### config.mk
export PLATFORM = sky130hd
export DESIGN_NAME = mcast_hash_filter
export DESIGN_NICKNAME = d
export VERILOG_FILES = /design/src/rtl/mcast_hash_filter.sv
export SDC_FILE = /design/constraint.sdc
export NUM_CORES = 1
export LEC_CHECK = 0
export CAP_MARGIN = 0
export CORE_ASPECT_RATIO = 1.1
export CORE_MARGIN = 3
export CORE_UTILIZATION = 50
export DETAILED_ROUTE_END_ITERATION = 6
export PLACE_DENSITY_LB_ADDON = 0.25
export SLEW_MARGIN = 0
export SYNTH_ARGS = -nofsm -noshare
export SYNTH_HDL_FRONTEND = slang
export SYNTH_SLANG_ARGS = --single-unit
### constraint.sdc
create_clock -name clk -period 2.8 [get_ports clk]
set_input_delay 0.56 -clock clk [delete_from_list [all_inputs] [get_ports clk]]
set_output_delay 0.56 -clock clk [all_outputs]
set_load 0.01 [all_outputs]
### src/rtl/mcast_hash_filter.sv
module mcast_hash_filter #(
  parameter logic [31:0] CRC_POLY    = 32'hEDB88320,
  parameter int          PROMISC_BIT = 3
) (
  input  logic        clk,
  input  logic        rst_n,
  input  logic        cfg_we,
  input  logic [2:0]  cfg_sel,
  input  logic [31:0] cfg_wdata,
  input  logic        byte_vld,
  input  logic        sof,
  input  logic [7:0]  byte_data,
  output logic        dec_valid,
  output logic        dec_accept
);
  localparam int NBYTES = 6;
  localparam int IDX_W  = 6;
  localparam int CNT_W  = $clog2(NBYTES + 1);

  logic [31:0] stn_lo, stn_hi, grp_hi, grp_lo, ind_hi, ind_lo, ctrl_q;
  logic [CNT_W-1:0] cnt;
  logic [31:0] crc_q, crc_nx;
  logic [47:0] addr_q, addr_nx;
  logic        first, take, last, accept_nx, stn_hit;
  logic [IDX_W-1:0] idx;

  function automatic logic [31:0] crc_byte(input logic [31:0] c, input logic [7:0] b);
    logic [31:0] r;
    r = c ^ {24'd0, b};
    for (int i = 0; i < 8; i++)
      r = r[0] ? ((r >> 1) ^ CRC_POLY) : (r >> 1);
    return r;
  endfunction

  always_ff @(posedge clk or negedge rst_n) begin
    if (!rst_n) begin
      stn_lo <= '0; stn_hi <= '0; grp_hi <= '0; grp_lo <= '0;
      ind_hi <= '0; ind_lo <= '0; ctrl_q <= '0;
    end else if (cfg_we) begin
      case (cfg_sel)
        3'd0: stn_lo <= cfg_wdata;
        3'd1: stn_hi <= cfg_wdata;
        3'd2: grp_hi <= cfg_wdata;
        3'd3: grp_lo <= cfg_wdata;
        3'd4: ind_hi <= cfg_wdata;
        3'd5: ind_lo <= cfg_wdata;
        3'd6: ctrl_q <= cfg_wdata;
        default: ;
      endcase
    end
  end

  assign first   = byte_vld & sof;
  assign take    = first | (byte_vld && cnt != '0 && cnt < CNT_W'(NBYTES));
  assign crc_nx  = crc_byte(first ? 32'hFFFF_FFFF : crc_q, byte_data);
  assign addr_nx = {addr_q[39:0], byte_data};
  assign last    = take && !first && cnt == CNT_W'(NBYTES - 1);
  assign idx     = crc_nx[31:32-IDX_W];
  assign stn_hit = addr_nx == {stn_lo, stn_hi[31:16]};

  assign accept_nx = ctrl_q[PROMISC_BIT] | (&addr_nx) |
                     (addr_nx[40] ? {grp_hi, grp_lo}[idx]
                                  : (stn_hit | {ind_hi, ind_lo}[idx]));

  always_ff @(posedge clk or negedge rst_n) begin
    if (!rst_n) begin
      cnt        <= '0;
      crc_q      <= '0;
      addr_q     <= '0;
      dec_valid  <= 1'b0;
      dec_accept <= 1'b0;
    end else if (take) begin
      cnt    <= first ? CNT_W'(1) : cnt + CNT_W'(1);
      crc_q  <= crc_nx;
      addr_q <= addr_nx;
      if (first) begin
        dec_valid  <= 1'b0;
        dec_accept <= 1'b0;
      end else if (last) begin
        dec_valid  <= 1'b1;
        dec_accept <= accept_nx;
      end
    end
  end
endmodule

Word-level counts from Yosys, hierarchy flattened
Index checks and enable logic that the tools add are counted.
{"block": "totals", "ff_bits": 273, "in_bits": 48}
{"block": "classes", "n_lt_le_gt_ge": 2, "n_bitwise": 14, "n_mux": 19, "eq_ne": 8, "add_sub_neg": 1, "n_reduce_logical": 17}
{"operator": "$mux W32", "n": 9}
{"operator": "$not A13 Y14", "n": 8}
{"operator": "$eq A48 B48 Y1", "n": 1}
{"operator": "$reduce_and A48 Y1", "n": 1}
{"operator": "$xor A32 B8 Y32", "n": 1}
{"operator": "$reduce_and A2 Y1", "n": 8}
{"operator": "$bmux W1 S6", "n": 2}
{"operator": "$eq A3 B3 Y1 const B", "n": 4}
{"operator": "$lt A6 B7 Y1 const B", "n": 1}
{"operator": "$mux W1", "n": 7}
{"operator": "$eq A3 B2 Y1 const B", "n": 2}
{"operator": "$logic_and A1 B1 Y1", "n": 4}
{"operator": "$or A1 B1 Y1", "n": 4}
{"operator": "$add A3 B1 Y3 const B", "n": 1}
{"operator": "$eq A3 B1 Y1 const B", "n": 1}
{"operator": "$logic_not A3 Y1", "n": 1}
{"operator": "$lt A3 B3 Y1 const B", "n": 1}
{"operator": "$mux W3", "n": 1}
{"operator": "$reduce_bool A3 Y1", "n": 1}
{"operator": "$reduce_bool A2 Y1", "n": 1}
{"operator": "$and A1 B1 Y1", "n": 1}
{"operator": "$logic_not A1 Y1", "n": 1}

Logic depth before layout (Yosys ltp)
Gate-level depths: netlist of run 1.
{"block": "depth", "depth_word": 26, "ltp_mapped": 13}

Worst setup path after synthesis of run 1
OpenSTA, ideal clock, no wires.
{"block": "synth_path", "path_kind": "input to register", "start": "in byte_data[1]", "end": "reg dec_accept", "n_path_buf": 2, "path_slack_ns": 0.025, "t_arrival_ns": 2.643, "stages": 11, "path_cell_list": "buf_4 -> xor2_4 -> xor2_2 -> xnor3_2 -> nor2_2 -> buf_2 -> nand3_1 -> nand4_1 -> nand4_1 -> nor4_1 -> a211oi_1"}
{"block": "synth_between", "elab_chain_cells": 16, "elab_cells_between_ends": 21}
{"element": "start: declaration", "line_no": "12", "text": "input logic [7:0] byte_data,"}
{"element": "$xor A32 B8 Y32", "line_no": "29", "text": "r = c ^ {24'd0, b};"}
{"element": "$mux W32 (8 in a row)", "line_no": "31", "text": "r = r[0] ? ((r >> 1) ^ CRC_POLY) : (r >> 1);"}
{"element": "$bmux W1 S6", "line_no": "63", "text": ": (stn_hit | {ind_hi, ind_lo}[idx]));"}
{"element": "$mux W1 (not written as such)", "line_no": "63"}
{"element": "$or A1 B1 Y1", "line_no": "63"}
{"element": "$mux W1", "line_no": "62", "text": "(addr_nx[40] ? {grp_hi, grp_lo}[idx]"}
{"element": "$or A1 B1 Y1 *", "line_no": "61", "text": "assign accept_nx = ctrl_q[PROMISC_BIT] | (&addr_nx) |"}
{"element": "$mux W1 *", "line_no": "79", "text": "end else if (last) begin"}
{"element": "$mux W1 *", "line_no": "76", "text": "if (first) begin"}
{"element": "end signal: assignment", "line_no": "81", "text": "dec_accept <= accept_nx;"}
{"element": "end: declaration", "line_no": "14", "text": "output logic dec_accept"}
Every way passes the cells marked *; elsewhere a longest branch is shown, timed or not. The select of a mux whose other input is x is not followed.
A chain may end at the register's enable or synchronous reset.

Worst setup path after layout of run 1
{"block": "layout_path", "start": "in byte_data[6]", "end": "reg dec_accept"}
{"block": "layout_between", "elab_chain_cells": 18, "elab_cells_between_ends": 23}
{"element": "$xor A32 B8 Y32", "line_no": "29"}
{"element": "$not A13 Y14 (no source line)"}
{"element": "$mux W32 (7 in a row)", "line_no": "31"}
{"element": "$not A13 Y14 (no source line)"}
{"element": "$mux W32", "line_no": "31"}
{"element": "$bmux W1 S6", "line_no": "63"}
{"element": "$mux W1 (not written as such)", "line_no": "63"}
{"element": "$or A1 B1 Y1", "line_no": "63"}
{"element": "$mux W1", "line_no": "62"}
{"element": "$or A1 B1 Y1 *", "line_no": "61"}
{"element": "$mux W1 *", "line_no": "79"}
{"element": "$mux W1 *", "line_no": "76"}
Marked as above.

==> results.cfg, run 1 <==
[timing]
setup_viol = 1
max_freq_ghz = 0.3543
rsz0062_at_grt = yes
tightestPinTransition_ns = 1.096
skew_ns = 0.009547
slew_viol_final = 0
hold_violations = 0
setup_tns_ns = -0.02212
fin_crit_ns = 2.822
relSlewSlack_pct = 26.85
timing.hold.ws_ns = 0.5044
setup_ws_ns = -0.02212
period_share_pct = 100.8

[logic_synthesis]
yosys.cell_types.count = 46
synth-compound-area-share_pct = 5.537
ys_seq_elements = 254
syn_avg_cell_area_um2 = 10.92
synth-xor-area-share_pct = 9.645
async_flop_share_pct = 100.0
syn_inst = 1146
synth_top_family_by_area = multiplexers
synth-edff-count = 0
seq_area_frac_synth_pct = 50.77
yosys_warnings = 0
ys.flop_type = dfrtp_1
synthSimpleGateAreaFrac_pct = 13.65
synth-adder-area-share_pct = 0.2999
syn_nets = 1197
synthesis.area_um2 = 12520
synth_mux_area_share_pct = 16.80

[floorplan]
start_util_pct = 50.99
row_count = 60
core_area_um2 = 24550
io_pins = 50
chipWidth_um = 156.9
die_h_um = 172.0
dieArea_um2 = 26970

[global_route]
track_usage_pct = 24.92
grt_first_pass_wirelength_um = 52500
antenna_found_initial = 0
grt_start_max_net_pins = 63
overflow = 0
first_global_vias = 9343

[outcome]
violations = negative setup slack
outcome = finished with violations

[cells_and_area]
drive_gt1_share_pct = 26.90
final_core_util_pct = 60.51
nNetsFinal = 1297
fin_area_um2 = 14860
final_common_cell = dfrtp_1
final_cell_mix = dfrtp_1 (254), nand2_1 (237), mux2_2 (177), xnor2_1 (96), buf_4 (75)
syn_to_final_growth_pct = 18.67
antenna_cells = 0

[clock_tree]
post-cts-setup-buffers = 0
cts.reportedPaths.clkPinSlew_ns = 0.06
clock_latency_ns = 0.53
htreeDepth = 1
cts.sinks = 254
clockBufferDepth = 3
cts-buffers-inserted = 27
cts_tree = built
cts_root_buf = clkbuf_16

[routing]
dr_total_vias = 9039
antenna_left = 0
drc_errors = 0
viasPerCell = 5.743
first_pass_iters = 5
drtIter0Drc = 697
drt-total-wl_um = 33150
routedWlPerCell_um = 21.06

[worst_setup_path]
required_ns = 3.23
cp.arrival_ns = 3.25
critical_path_class = input pin to flip-flop
start_kind = input pin
critical_path_peak_fanout = 26
cp-end-kind = flip-flop

[place]
dpl-instance-area_um2 = 13930
dpl.hpwl_um = 23570
place_congestion = 0.9059
portBuffers = 49

[power_and_ir_drop]
ir_drop_mv = 1.396
power.switching_mw = 9.108
internal_power_mw = 12.80
clockPowerShare_pct = 16.5
p_per_area_nw_per_um2 = 1475
p_comb_share_pct = 57.2
swShare_pct = 41.57
p_leak_nw = 6.375
finalPower_mw = 21.91
power.share.sequential_pct = 26.3

[worst_hold_path]
min_path_type = flip-flop to flip-flop

[job]
drv_cap = 0
[Yosys cell counts (2+ instances only)]
| master | count | area [µm²] |
|---|---|---|
| a21oi_1 | 34 | 170.2 |
| a22oi_1 | 16 | 120.1 |
| a311oi_1 | 2 | 17.52 |
| a31oi_1 | 9 | 56.30 |
| a32oi_1 | 11 | 96.34 |
| and2_4 | 3 | 26.28 |
| and3_1 | 2 | 12.51 |
| and4_1 | 2 | 17.52 |
| buf_1 | 3 | 11.26 |
| buf_2 | 11 | 55.05 |
| buf_4 | 6 | 45.04 |
| buf_6 | 7 | 78.83 |
| buf_8 | 2 | 30.03 |
| clkbuf_1 | 42 | 157.7 |
| dfrtp_1 | 254 | 6356 |
| ha_1 | 3 | 37.54 |
| inv_1 | 9 | 33.78 |
| mux2_2 | 177 | 1993 |
| mux2i_1 | 11 | 110.1 |
| nand2_1 | 238 | 893.4 |
| nand2_2 | 2 | 12.51 |
| nand2b_1 | 2 | 12.51 |
| nand3_1 | 42 | 210.2 |
| nand4_1 | 36 | 225.2 |
| nand4b_1 | 3 | 26.28 |
| nor2_1 | 38 | 142.6 |
| nor2_2 | 3 | 18.77 |
| nor3_1 | 8 | 40.04 |
| nor3b_1 | 2 | 15.01 |
| nor4_1 | 8 | 50.05 |
| o21ai_0 | 14 | 70.07 |
| o22ai_1 | 21 | 131.4 |
| xnor2_1 | 96 | 840.8 |
| xnor2_4 | 2 | 55.05 |
| xnor3_2 | 2 | 47.55 |
| xor2_1 | 13 | 113.9 |
| xor2_2 | 2 | 32.53 |
| xor2_4 | 2 | 55.05 |
[kinds of logic (layout without fill, tap and decap cells)]
kind of cell | after synthesis | in the layout
and+or+nand+nor | 390 | 391
AOI/OAI and AO/OA | 111 | 111
buffers and inverters | 80 | 197
xor gates and xnor gates | 120 | 120
muxes | 188 | 188
DFF | 254 | 254
adders and majority gates | 3 | 3
[power by group through the flow]
stage,clock network (mW),logic [mW],registers (mW)
after floorplan,0,8.32,5.41
final,3.61,12.5,5.77
after detailed placement,0,12.4,5.80
after CTS,3.66,12.4,5.75
after global placement,0,12.1,5.79
after global routing,3.81,13.7,5.89
[through the flow]
stage	cells	worst slack, ns
final	1574	-0.02212
after global routing	1574	-0.1543
after CTS	1573	-0.01346
after detailed placement	1525	-0.6932
after global placement	1525	-0.6504
after floorplan	1146	0.02477
[flip-flops by register name (all words and copies together) (netlist names)]
| signal | cells |
|---|---|
| addr_q | 40 |
| crc_q | 32 |
| grp_hi | 32 |
| grp_lo | 32 |
| ind_hi | 32 |
| ind_lo | 32 |
| stn_lo | 32 |
| stn_hi | 16 |
| cnt | 3 |
| ctrl_q | 1 |
| dec_accept | 1 |
| dec_valid | 1 |
[layer usage]
layer / GRT usage (%) / up-vias / part of all wire (%)
met5: 0 / - / 0
met4: 8.907 / 0 / 3.9
met3: 2.778 / 74 / 4.7
met2: 42.20 / 281 / 48
met1: 33.43 / 4529 / 43
li1: - / 4155 / -
[area by class of cell]
type	count	area (µm²)
clock buffer	37	763.2
clock inverter	10	135.1
fill	1978	9693
inverter	9	33.78
multi-input combinational	813	5806
sequential	254	6356
tap	310	387.9
timing repair buffer	141	1374
[critical path: stages]
cell and delay, ns:
clkdlybuf4s50_1 0.47, buf_6 0.14, xor2_4 0.25, xnor2_4 0.16, xnor3_2 0.48, buf_12 0.18
buf_12 0.17, mux2i_1 0.12, a32oi_1 0.14, nand3_1 0.13, nand4_1 0.16, nor4_2 0.05
a211oi_1 0.22
[final timing paths]
path / from / to / slack, ns / cells past startpoint
worst max-delay path: byte_data[6] / dec_accept / -0.02 / 13
worst min-delay path: grp_hi[20] / grp_hi[20] / 0.50 / 1
worst max register to register: crc_q[6] / dec_accept / 0.03 / 12
worst min register to register: grp_hi[20] / grp_hi[20] / 0.50 / 1
max in group asynchronous: rst_n / stn_lo[15] / 1.31 / 3
min in group asynchronous: rst_n / crc_q[8] / 0.56 / 2
[repair_timing]
| action | 4_1_cts | 5_1_grt |
|---|---|---|
| hold endpoints to repair | 34 | 0 |
| resized for setup | 8 | 2 |
| hold buffers | 1 | 0 |
| pin swaps | 0 | 1 |
| cloned | 0 | 1 |
| setup endpoints to repair | 1 | 5 |
Power figures use the tool's default switching activity.
==> run 2: changes to the inputs <==
--- a/config.mk
+++ b/config.mk
@@ -5,10 +5,11 @@
 export SDC_FILE = /design/constraint.sdc
 export NUM_CORES = 1
 export LEC_CHECK = 0
+export ABC_CLOCK_PERIOD_IN_PS = 2800
 export CAP_MARGIN = 0
 export CORE_ASPECT_RATIO = 1.1
 export CORE_MARGIN = 3
-export CORE_UTILIZATION = 50
+export CORE_UTILIZATION = 45
 export DETAILED_ROUTE_END_ITERATION = 6
 export PLACE_DENSITY_LB_ADDON = 0.25
 export SLEW_MARGIN = 0
==> run 2 against run 1 <==
Effect of this change:
- the flow still finishes with violations (negative setup slack)
- critical path depth fell by 1
- largest power group unchanged
- global-route usage fell by 2.1 points
- sequential share of layout area fell by 0.86 points
==> results.cfg, run 2 (synthesis gave the netlist of run 1 again) <==
[outcome]
outcome = finished with violations
violations = negative setup slack

[cells_and_area]
multi_input_comb_area_um2 = 5861
regArea_um2 = 6357
final_core_util_pct = 55.76
final_common_cell = dfrtp_1
antenna_cells = 0
regMostFlops = addr_q
largest_reg_flops = 40
n_fill_cell = 2312
fin_area_um2 = 15160
drive_gt1_share_pct = 28.05
final_cell_mix = dfrtp_1 (253), nand2_1 (236), mux2_2 (177), xnor2_1 (94), buf_4 (70)
syn_to_final_growth_pct = 21.13
nNetsFinal = 1299

[worst_setup_path]
critical_path_peak_fanout = 7
critical_path_class = input pin to flip-flop
r2r-end = dec_accept
cp-end-kind = flip-flop
r2r_start = crc_q[6]
ff2ff_setup_slack_ns = -0.07
required_ns = 3.20
start_kind = input pin
r2r_cells = 12
cp.arrival_ns = 3.28

[routing]
viasPerCell = 5.680
dr_total_vias = 9236
first_pass_iters = 5
drc_errors = 0
drtIter0Drc = 615
antenna_left = 0
drt-total-wl_um = 34030
routedWlPerCell_um = 20.93

[clock_tree]
cts-buffers-inserted = 28
cts_tree = built
clockBufferDepth = 3
cts.reportedPaths.clkPinSlew_ns = 0.06
htreeDepth = 1
cts.sinks = 254
cts_root_buf = clkbuf_16
clock_latency_ns = 0.54

[timing]
fin_crit_ns = 2.878
setup_viol = 1
period_share_pct = 102.8
rsz0062_at_grt = yes
tightestPinTransition_ns = 0.6916
skew_ns = 0.01455
max_freq_ghz = 0.3475
timing.hold.ws_ns = 0.5049
hold_violations = 0
slew_viol_final = 0
relSlewSlack_pct = 53.78
setup_ws_ns = -0.07784

[place]
dpl-instance-area_um2 = 13860
place_congestion = 0.9444
portBuffers = 49
dpl.hpwl_um = 23310
post-place-ws_ns = -0.7590

[floorplan]
row_count = 63
die_h_um = 180.9
core_area_um2 = 27190
chipWidth_um = 165.0
io_pins = 50
start_util_pct = 46.03
dieArea_um2 = 29860

[power_and_ir_drop]
finalPower_mw = 23.22
ir_drop_mv = 1.316
p_per_area_nw_per_um2 = 1532
p_leak_nw = 6.496

[global_route]
first_global_vias = 9292
grtUsageMet2_pct = 36.46
grt-busiest-layer = met2
grt_first_pass_wirelength_um = 53520
grt_use_met1_pct = 32.75
track_usage_pct = 22.86
grt_start_max_net_pins = 80
gr-usage-met3_pct = 2.683
antenna_found_initial = 0
overflow = 0

[worst_hold_path]
min_path_type = flip-flop to flip-flop
hold_depth = 1
hp-start = grp_hi[20]
hold_path_end = grp_hi[20]

[job]
drv_cap = 0
[run 2: stage by stage]
step	TNS, ns	std cells
after CTS	-0.1608	1619
final	-0.07784	1626
after floorplan	0	1146
after global routing	-0.1630	1626
after global placement	-4.610	1557
after detailed placement	-4.951	1557
[run 2: worst max-delay path by stage]
stage	startpoint	slack, ns	cells past startpoint	end
floorplan	byte_data[1]	0.02	11	dec_accept
global placement	byte_data[1]	-0.73	11	dec_accept
detailed placement	byte_data[1]	-0.76	11	dec_accept
CTS	crc_q[4]	-0.16	12	dec_accept
global route	crc_q[6]	-0.16	12	dec_accept
finish	byte_data[3]	-0.08	12	dec_accept
[run 2: worst max-delay path, stage by stage]
cell	delay [ns]
clkdlybuf4s50_1	0.55
xor2_2	0.26
xnor2_4	0.18
xnor3_4	0.58
buf_12	0.19
buf_16	0.13
buf_6	0.11
nand2_2	0.05
a32oi_1	0.09
and3_1	0.22
nor4_2	0.25
a211oi_1	0.10
[run 2: final cells by class]
| cell class | count | share of cell area (%) |
|---|---|---|
| inverters | 9 | 0.2228 |
| flip-flops and latches | 254 | 41.93 |
| repair buffers | 142 | 9.514 |
| well taps | 357 | 2.946 |
| clock inverters | 14 | 1.361 |
| multi-input cells | 813 | 38.65 |
| clock buffers | 37 | 5.380 |
[run 2: layer usage]
metal  up-vias  wire [µm]
li1       4175          -
met2       280      16070
met4         0        913
met1      4709      15390
met3        72       1654
met5         -          0
[run 2: where the power goes]
group          leakage, nW  internal (mW)  total, mW  switching [mW]
Sequential            3.07           4.76       5.75           0.986
Combinational         2.93           6.37       13.4            7.06
Clock                0.498           2.50       4.04            1.54
Total                 6.50           13.6       23.2            9.59
[run 2: timing repair]
| action | CTS | global route |
|---|---|---|
| endpoints found under the setup margin | 1 | 15 |
| gates cloned | 2 | 1 |
| pin swaps | 5 | 10 |
| gates resized for setup | 10 | 17 |
| buffers inserted | 8 | 6 |
| hold endpoints to repair | 55 | 0 |
| hold buffers | 1 | 0 |
